## config.mk

```make
export PLATFORM = sky130hd
export DESIGN_NAME = dma_sched
export DESIGN_NICKNAME = d
export VERILOG_FILES = /design/src/rtl/dma_sched_pkg.sv /design/src/rtl/dma_trig_edge.sv /design/src/rtl/dma_chan_req.sv /design/src/rtl/dma_prio_arb.sv /design/src/rtl/dma_xfer_fsm.sv /design/src/rtl/dma_sched.sv
export SDC_FILE = /design/constraint.sdc
export NUM_CORES = 1
export LEC_CHECK = 0
export BUFFER_PORTS_ARGS = -buffer_cell sky130_fd_sc_hd__buf_4
export CORE_MARGIN = 2
export CORE_UTILIZATION = 49
export DETAILED_ROUTE_END_ITERATION = 10
export GPL_TIMING_DRIVEN = 0
export PLACE_DENSITY_LB_ADDON = 0.15
export REMOVE_ABC_BUFFERS = 1
export SETUP_SLACK_MARGIN = 0.3
export SLEW_MARGIN = 20
export SYNTH_ARGS = -nofsm -noshare
export SYNTH_HDL_FRONTEND = slang
export SYNTH_HIERARCHICAL = 1
export SYNTH_SLANG_ARGS = --single-unit
```

## constraint.sdc

```tcl
create_clock -name clk -period 2.1 [get_ports clk]
set_input_delay 0 -clock clk [delete_from_list [all_inputs] [get_ports clk]]
set_output_delay 0 -clock clk [all_outputs]
set_load 0.02 [all_outputs]
```

## src/rtl/dma_sched_pkg.sv

```systemverilog
package dma_sched_pkg;
  typedef enum logic [1:0] {
    ST_IDLE = 2'd0,
    ST_REQ  = 2'd1,
    ST_RD   = 2'd2,
    ST_WR   = 2'd3
  } xfer_state_t;

  localparam logic [1:0] EDGE_OFF  = 2'b00;
  localparam logic [1:0] EDGE_RISE = 2'b01;
  localparam logic [1:0] EDGE_FALL = 2'b10;
  localparam logic [1:0] EDGE_BOTH = 2'b11;
endpackage

```

## src/rtl/dma_trig_edge.sv

```systemverilog
module dma_trig_edge #(
  parameter int NCH = 10
) (
  input  logic           clk,
  input  logic           rst,
  input  logic [NCH-1:0] tmr_in,
  input  logic [2*NCH-1:0] edge_sel,
  output logic [NCH-1:0] trig
);
  logic [NCH-1:0] sync1, sync2, sync3;

  always_ff @(posedge clk) begin
    if (rst) begin
      sync1 <= '0;
      sync2 <= '0;
      sync3 <= '0;
    end else begin
      sync1 <= tmr_in;
      sync2 <= sync1;
      sync3 <= sync2;
    end
  end

  for (genvar i = 0; i < NCH; i++) begin : g_edge
    logic rise, fall;
    assign rise = sync2[i] & ~sync3[i];
    assign fall = ~sync2[i] & sync3[i];
    assign trig[i] = (edge_sel[2*i] & rise) | (edge_sel[2*i+1] & fall);
  end
endmodule

```

## src/rtl/dma_chan_req.sv

```systemverilog
module dma_chan_req #(
  parameter int NCH  = 10,
  parameter int NPER = 7,
  parameter int SELW = 3
) (
  input  logic              clk,
  input  logic              rst,
  input  logic [NCH-1:0]    chan_en,
  input  logic [NCH*SELW-1:0] src_sel,
  input  logic [NPER-1:0]   periph_req,
  input  logic [NCH-1:0]    trig,
  input  logic [NCH-1:0]    clr_vec,
  output logic [NCH-1:0]    pend
);
  localparam int NCODE = 2**SELW;
  localparam logic [SELW-1:0] TMR_CODE = SELW'(NCODE - 1);

  logic [NCODE-1:0] req_ext;
  assign req_ext = NCODE'(periph_req);

  for (genvar i = 0; i < NCH; i++) begin : g_chan
    logic [SELW-1:0] code;
    logic            hit;
    assign code = src_sel[i*SELW +: SELW];
    assign hit  = (code == TMR_CODE) ? trig[i] : req_ext[code];

    always_ff @(posedge clk) begin
      if (rst)             pend[i] <= 1'b0;
      else if (!chan_en[i]) pend[i] <= 1'b0;
      else if (hit)        pend[i] <= 1'b1;
      else if (clr_vec[i]) pend[i] <= 1'b0;
    end

    assert_disabled_clear_R3: assert property (@(posedge clk) disable iff (rst)
      !chan_en[i] |=> !pend[i]);
    assert_hold_until_served_R10: assert property (@(posedge clk) disable iff (rst)
      (pend[i] && chan_en[i] && !clr_vec[i]) |=> pend[i]);
  end
endmodule

```

## src/rtl/dma_prio_arb.sv

```systemverilog
module dma_prio_arb #(
  parameter int NCH = 10,
  parameter int CHW = $clog2(NCH)
) (
  input  logic [NCH-1:0] req,
  output logic           any,
  output logic [CHW-1:0] win_idx,
  output logic [NCH-1:0] win_vec
);
  always_comb begin
    any     = 1'b0;
    win_idx = '0;
    for (int i = NCH - 1; i >= 0; i--) begin
      if (req[i]) begin
        any     = 1'b1;
        win_idx = CHW'(i);
      end
    end
    win_vec = any ? (NCH'(1) << win_idx) : '0;
  end
endmodule

```

## src/rtl/dma_xfer_fsm.sv

```systemverilog
module dma_xfer_fsm
  import dma_sched_pkg::*;
#(
  parameter int NCH = 10,
  parameter int CHW = $clog2(NCH),
  parameter int DW  = 32
) (
  input  logic           clk,
  input  logic           rst,
  input  logic           any,
  input  logic [CHW-1:0] win_idx,
  input  logic           bus_gnt,
  input  logic [DW-1:0]  rd_data,
  output logic           bus_req,
  output logic           rd_en,
  output logic           wr_en,
  output logic [CHW-1:0] xfer_ch,
  output logic [DW-1:0]  wr_data,
  output logic [NCH-1:0] clr_vec
);
  xfer_state_t state;

  always_ff @(posedge clk) begin
    if (rst) begin
      state   <= ST_IDLE;
      bus_req <= 1'b0;
      rd_en   <= 1'b0;
      wr_en   <= 1'b0;
      xfer_ch <= '0;
      wr_data <= '0;
    end else begin
      unique case (state)
        ST_IDLE: if (any) begin
          state   <= ST_REQ;
          bus_req <= 1'b1;
          xfer_ch <= win_idx;
        end
        ST_REQ: if (bus_gnt) begin
          state <= ST_RD;
          rd_en <= 1'b1;
        end
        ST_RD: begin
          state   <= ST_WR;
          rd_en   <= 1'b0;
          wr_en   <= 1'b1;
          wr_data <= rd_data;
        end
        ST_WR: begin
          state   <= ST_IDLE;
          wr_en   <= 1'b0;
          bus_req <= 1'b0;
        end
        default: state <= ST_IDLE;
      endcase
    end
  end

  assign clr_vec = wr_en ? (NCH'(1) << xfer_ch) : '0;

  assert_rd_after_gnt_R7: assert property (@(posedge clk) disable iff (rst)
    $rose(rd_en) |-> $past(bus_gnt && bus_req));
  assert_wr_follows_rd_R8: assert property (@(posedge clk) disable iff (rst)
    rd_en |=> (wr_en && !rd_en));
  assert_no_overlap_R8: assert property (@(posedge clk) disable iff (rst)
    !(rd_en && wr_en));
  assert_release_R9: assert property (@(posedge clk) disable iff (rst)
    wr_en |=> !bus_req);
  assert_ch_stable_R11: assert property (@(posedge clk) disable iff (rst)
    (bus_req && $past(bus_req)) |-> $stable(xfer_ch));
endmodule

```

## src/rtl/dma_sched.sv

```systemverilog
module dma_sched #(
  parameter int NCH  = 10,
  parameter int NPER = 7,
  parameter int SELW = 3,
  parameter int DW   = 32,
  parameter int CHW  = $clog2(NCH)
) (
  input  logic                clk,
  input  logic                rst,
  input  logic [NCH-1:0]      chan_en,
  input  logic [NCH*SELW-1:0] src_sel,
  input  logic [NCH*2-1:0]    edge_sel,
  input  logic [NPER-1:0]     periph_req,
  input  logic [NCH-1:0]      tmr_in,
  input  logic                bus_gnt,
  output logic                bus_req,
  output logic                rd_en,
  output logic                wr_en,
  output logic [CHW-1:0]      xfer_ch,
  input  logic [DW-1:0]       rd_data,
  output logic [DW-1:0]       wr_data
);
  logic [NCH-1:0] trig, pend, clr_vec, win_vec;
  logic [CHW-1:0] win_idx;
  logic           any;

  dma_trig_edge #(.NCH(NCH)) u_edge (
    .clk(clk), .rst(rst), .tmr_in(tmr_in), .edge_sel(edge_sel), .trig(trig)
  );

  dma_chan_req #(.NCH(NCH), .NPER(NPER), .SELW(SELW)) u_req (
    .clk(clk), .rst(rst), .chan_en(chan_en), .src_sel(src_sel),
    .periph_req(periph_req), .trig(trig), .clr_vec(clr_vec), .pend(pend)
  );

  dma_prio_arb #(.NCH(NCH), .CHW(CHW)) u_arb (
    .req(pend), .any(any), .win_idx(win_idx), .win_vec(win_vec)
  );

  dma_xfer_fsm #(.NCH(NCH), .CHW(CHW), .DW(DW)) u_fsm (
    .clk(clk), .rst(rst), .any(any), .win_idx(win_idx), .bus_gnt(bus_gnt),
    .rd_data(rd_data), .bus_req(bus_req), .rd_en(rd_en), .wr_en(wr_en),
    .xfer_ch(xfer_ch), .wr_data(wr_data), .clr_vec(clr_vec)
  );

  assert_grant_onehot_R2: assert property (@(posedge clk) disable iff (rst)
    $onehot0(win_vec) && ((win_vec & ~pend) == '0));
  assert_pick_lowest_R2: assert property (@(posedge clk) disable iff (rst)
    (any && !bus_req) |=> ((pend & ((NCH'(1) << xfer_ch) - NCH'(1))) == '0) || !bus_req);
endmodule

```

==> qor.yml <==
final_layout:
  final_cells: 685
  layout_common_cells: "buf_4 (153), dfxtp_1 (79), dlygate4sd3_1 (53)"
  final_common_cell: "buf_4"
  nets: 695
  fin_util_pct: 75.2
  multiInputGateArea_um2: 2030
  n_fill_cell: 525
  num_antenna_cells: 0
  area_delta_synth_final_pct: 50.4
  drive_gt1_share_pct: 36.7
  fin_area_um2: 5720
  regArea_um2: 1620
pwr:
  leakagePower_uw: 0.00247
  power.density_nw_per_um2: 818
  vdd_ir_drop_max_v: 0.000631
worst_setup_path:
  worstPathMaxFanout: 6
  end_kind: "register"
  r2r-end: "u_fsm/state[1]"
  r2r_slack_ns: 0.30
  crit_path_max_incr_delay_ns: 0.53
  worstReg2RegStart: "u_req/pend[6]"
  startpoint: "u_req/pend[6]"
  cp-endpoint: "u_fsm/state[1]"
  crit_type: "reg2reg"
  crit_chain: "or4_4 > and3b_2 > nand2_4 > nor2b_4 > nor2_2 > o31ai_2"
  crit_slowest_cell: "or4_4"
  critPathTopFamily: "simple AND/OR/NAND/NOR gates"
  cp.arrival_ns: 2.05
  worstSetupStartpointType: "register"
  worst-path-stages: 6
  required_ns: 2.35
  rr_worst_depth: 6
  worst-path-buf-inv: 0
clock_tree:
  cts_tree: "done"
  htreeDepth: 3
  path_clk_slew_ns: 0.08
  cts_buffers: 9
  cts.sinks: 81
  cts-root-buf: "clkbuf_8"
  clock_path_buffers: 2
  clock_latency_ns: 0.34
sta:
  period_share_pct: 85.6
  rsz0062_at_grt: "true"
  final-setup-viol-count: 0
  finalCriticalPeriod_ns: 1.80
  fmax_mhz: 557
  finalHoldViolCount: 0
  worst_pin_slew_ns: 0.871
  fin_ws_ns: 0.303
  fin_skew_ns: 0.00766
  slew_headroom_pct: 42.0
  slew_violations: 0
global_route:
  grt_pass1_wl_um: 16300
  grtUsageTotal_pct: 24.3
  grt_max_degree: 75
  grt_pass1_vias: 3547
  gr-total-overflow: 0
  grt_antenna_before_repair: 0
placed_design:
  dpl_cell_area_um2: 4970
  place_congestion: 0.866
  dp_hpwl_um: 6710
  place.port_buffers: 150
  pre_cts_ws_ns: 0.178
  dp.cells: 613
die:
  die_h_um: 92.1
  initial_core_util_pct: 50.0
  die_area_um2: 8480
  top_level_ports: 151
  chipWidth_um: 92.1
  num_rows: 32
  placeableCoreArea_um2: 7610
route:
  viasPerCell: 5.16
  first_iter_violations: 139
  drc: 0
  dr.pass1.iters: 4
  wire_per_inst_um: 15.4
  routed_wl_um: 10500
  dr_total_vias: 3536
  drtAntennaViolNets: 0
run_status:
  status: "complete, no violations"
yosys:
  syn_inst: 378
  syn_avg_cell_area_um2: 10.1
  netlist_area_um2: 3800
  yosysWarnings: 6
min_path:
  min_path_type: "in2reg"
run:
  maxCapViolCount: 0
worst reg2reg max path, stage by stage (launching register included):
cell     delay (ns)
dfxtp_2        0.34
or4_4          0.53
and3b_2        0.29
nand2_4        0.09
nor2b_4        0.16
nor2_2         0.06
o31ai_2        0.24
metal layers:
| layer | global-route usage, % | routed length, µm | vias to the layer above | share of wire (%) |
|---|---|---|---|---|
| li1 | - | - | 1734 | - |
| met1 | 28.4 | 4330 | 1654 | 41 |
| met2 | 42.0 | 5320 | 132 | 50 |
| met3 | 7.81 | 750 | 16 | 7.1 |
| met4 | 8.21 | 145 | 0 | 1.4 |
| met5 | 0 | 0 | - | 0 |
state kept, by name, summed over array words and instances, names as in the netlist:
register       count
u_edge/sync1      10
u_fsm/xfer_ch      4
u_edge/sync2      10
u_fsm/wr_en        1
u_req/pend        10
u_fsm/bus_req      1
u_fsm/rd_en        1
u_fsm/wr_data     32
u_fsm/state        2
u_edge/sync3      10
per-stage QoR:
stage	total power [µW]	setup TNS (ns)	hold slack (ns)
global placement	3470	-12.63	0.211
CTS	4630	0	0.0223
finish	4680	0	0.0436
detailed placement	3520	0	0.214
global route	4930	0	0.0326
floorplan	2880	-0.173	0.0658
timing repair:
| item | 4_1_cts | 5_1_grt |
|---|---|---|
| endpoints found under the setup margin | 3 | 5 |
| setup buffers | 0 | 3 |
| hold buffers | 53 | 0 |
| resized for setup | 2 | 6 |
| pin swaps | 0 | 2 |
| endpoints found under the hold margin | 53 | 0 |
layout make-up:
class	instances	share of cell area [%]
Clock buffer	12	2.54
Tap cell	102	2.23
Sequential cell	81	28.4
Timing Repair Buffer	207	29.7
Clock inverter	4	0.503
Inverter	18	1.18
Multi-Input combinational cell	261	35.5
how the worst min path moves through the flow:
stage | startpoint | to | slack (ns) | cells past startpoint
after floorplan | rst | u_edge/sync1[0] | 0.07 | 1
after global placement | tmr_in[5] | u_edge/sync1[5] | 0.21 | 2
after detailed placement | tmr_in[5] | u_edge/sync1[5] | 0.21 | 2
after CTS | src_sel[26] | u_req/pend[8] | 0.02 | 3
after global routing | src_sel[26] | u_req/pend[8] | 0.03 | 3
final | src_sel[14] | u_req/pend[4] | 0.04 | 3
report_power, final:
part           switching, µW  internal (µW)
Sequential               155           1760
Combinational            863            887
Clock                    553            463
Power figures use the tool's default switching activity.
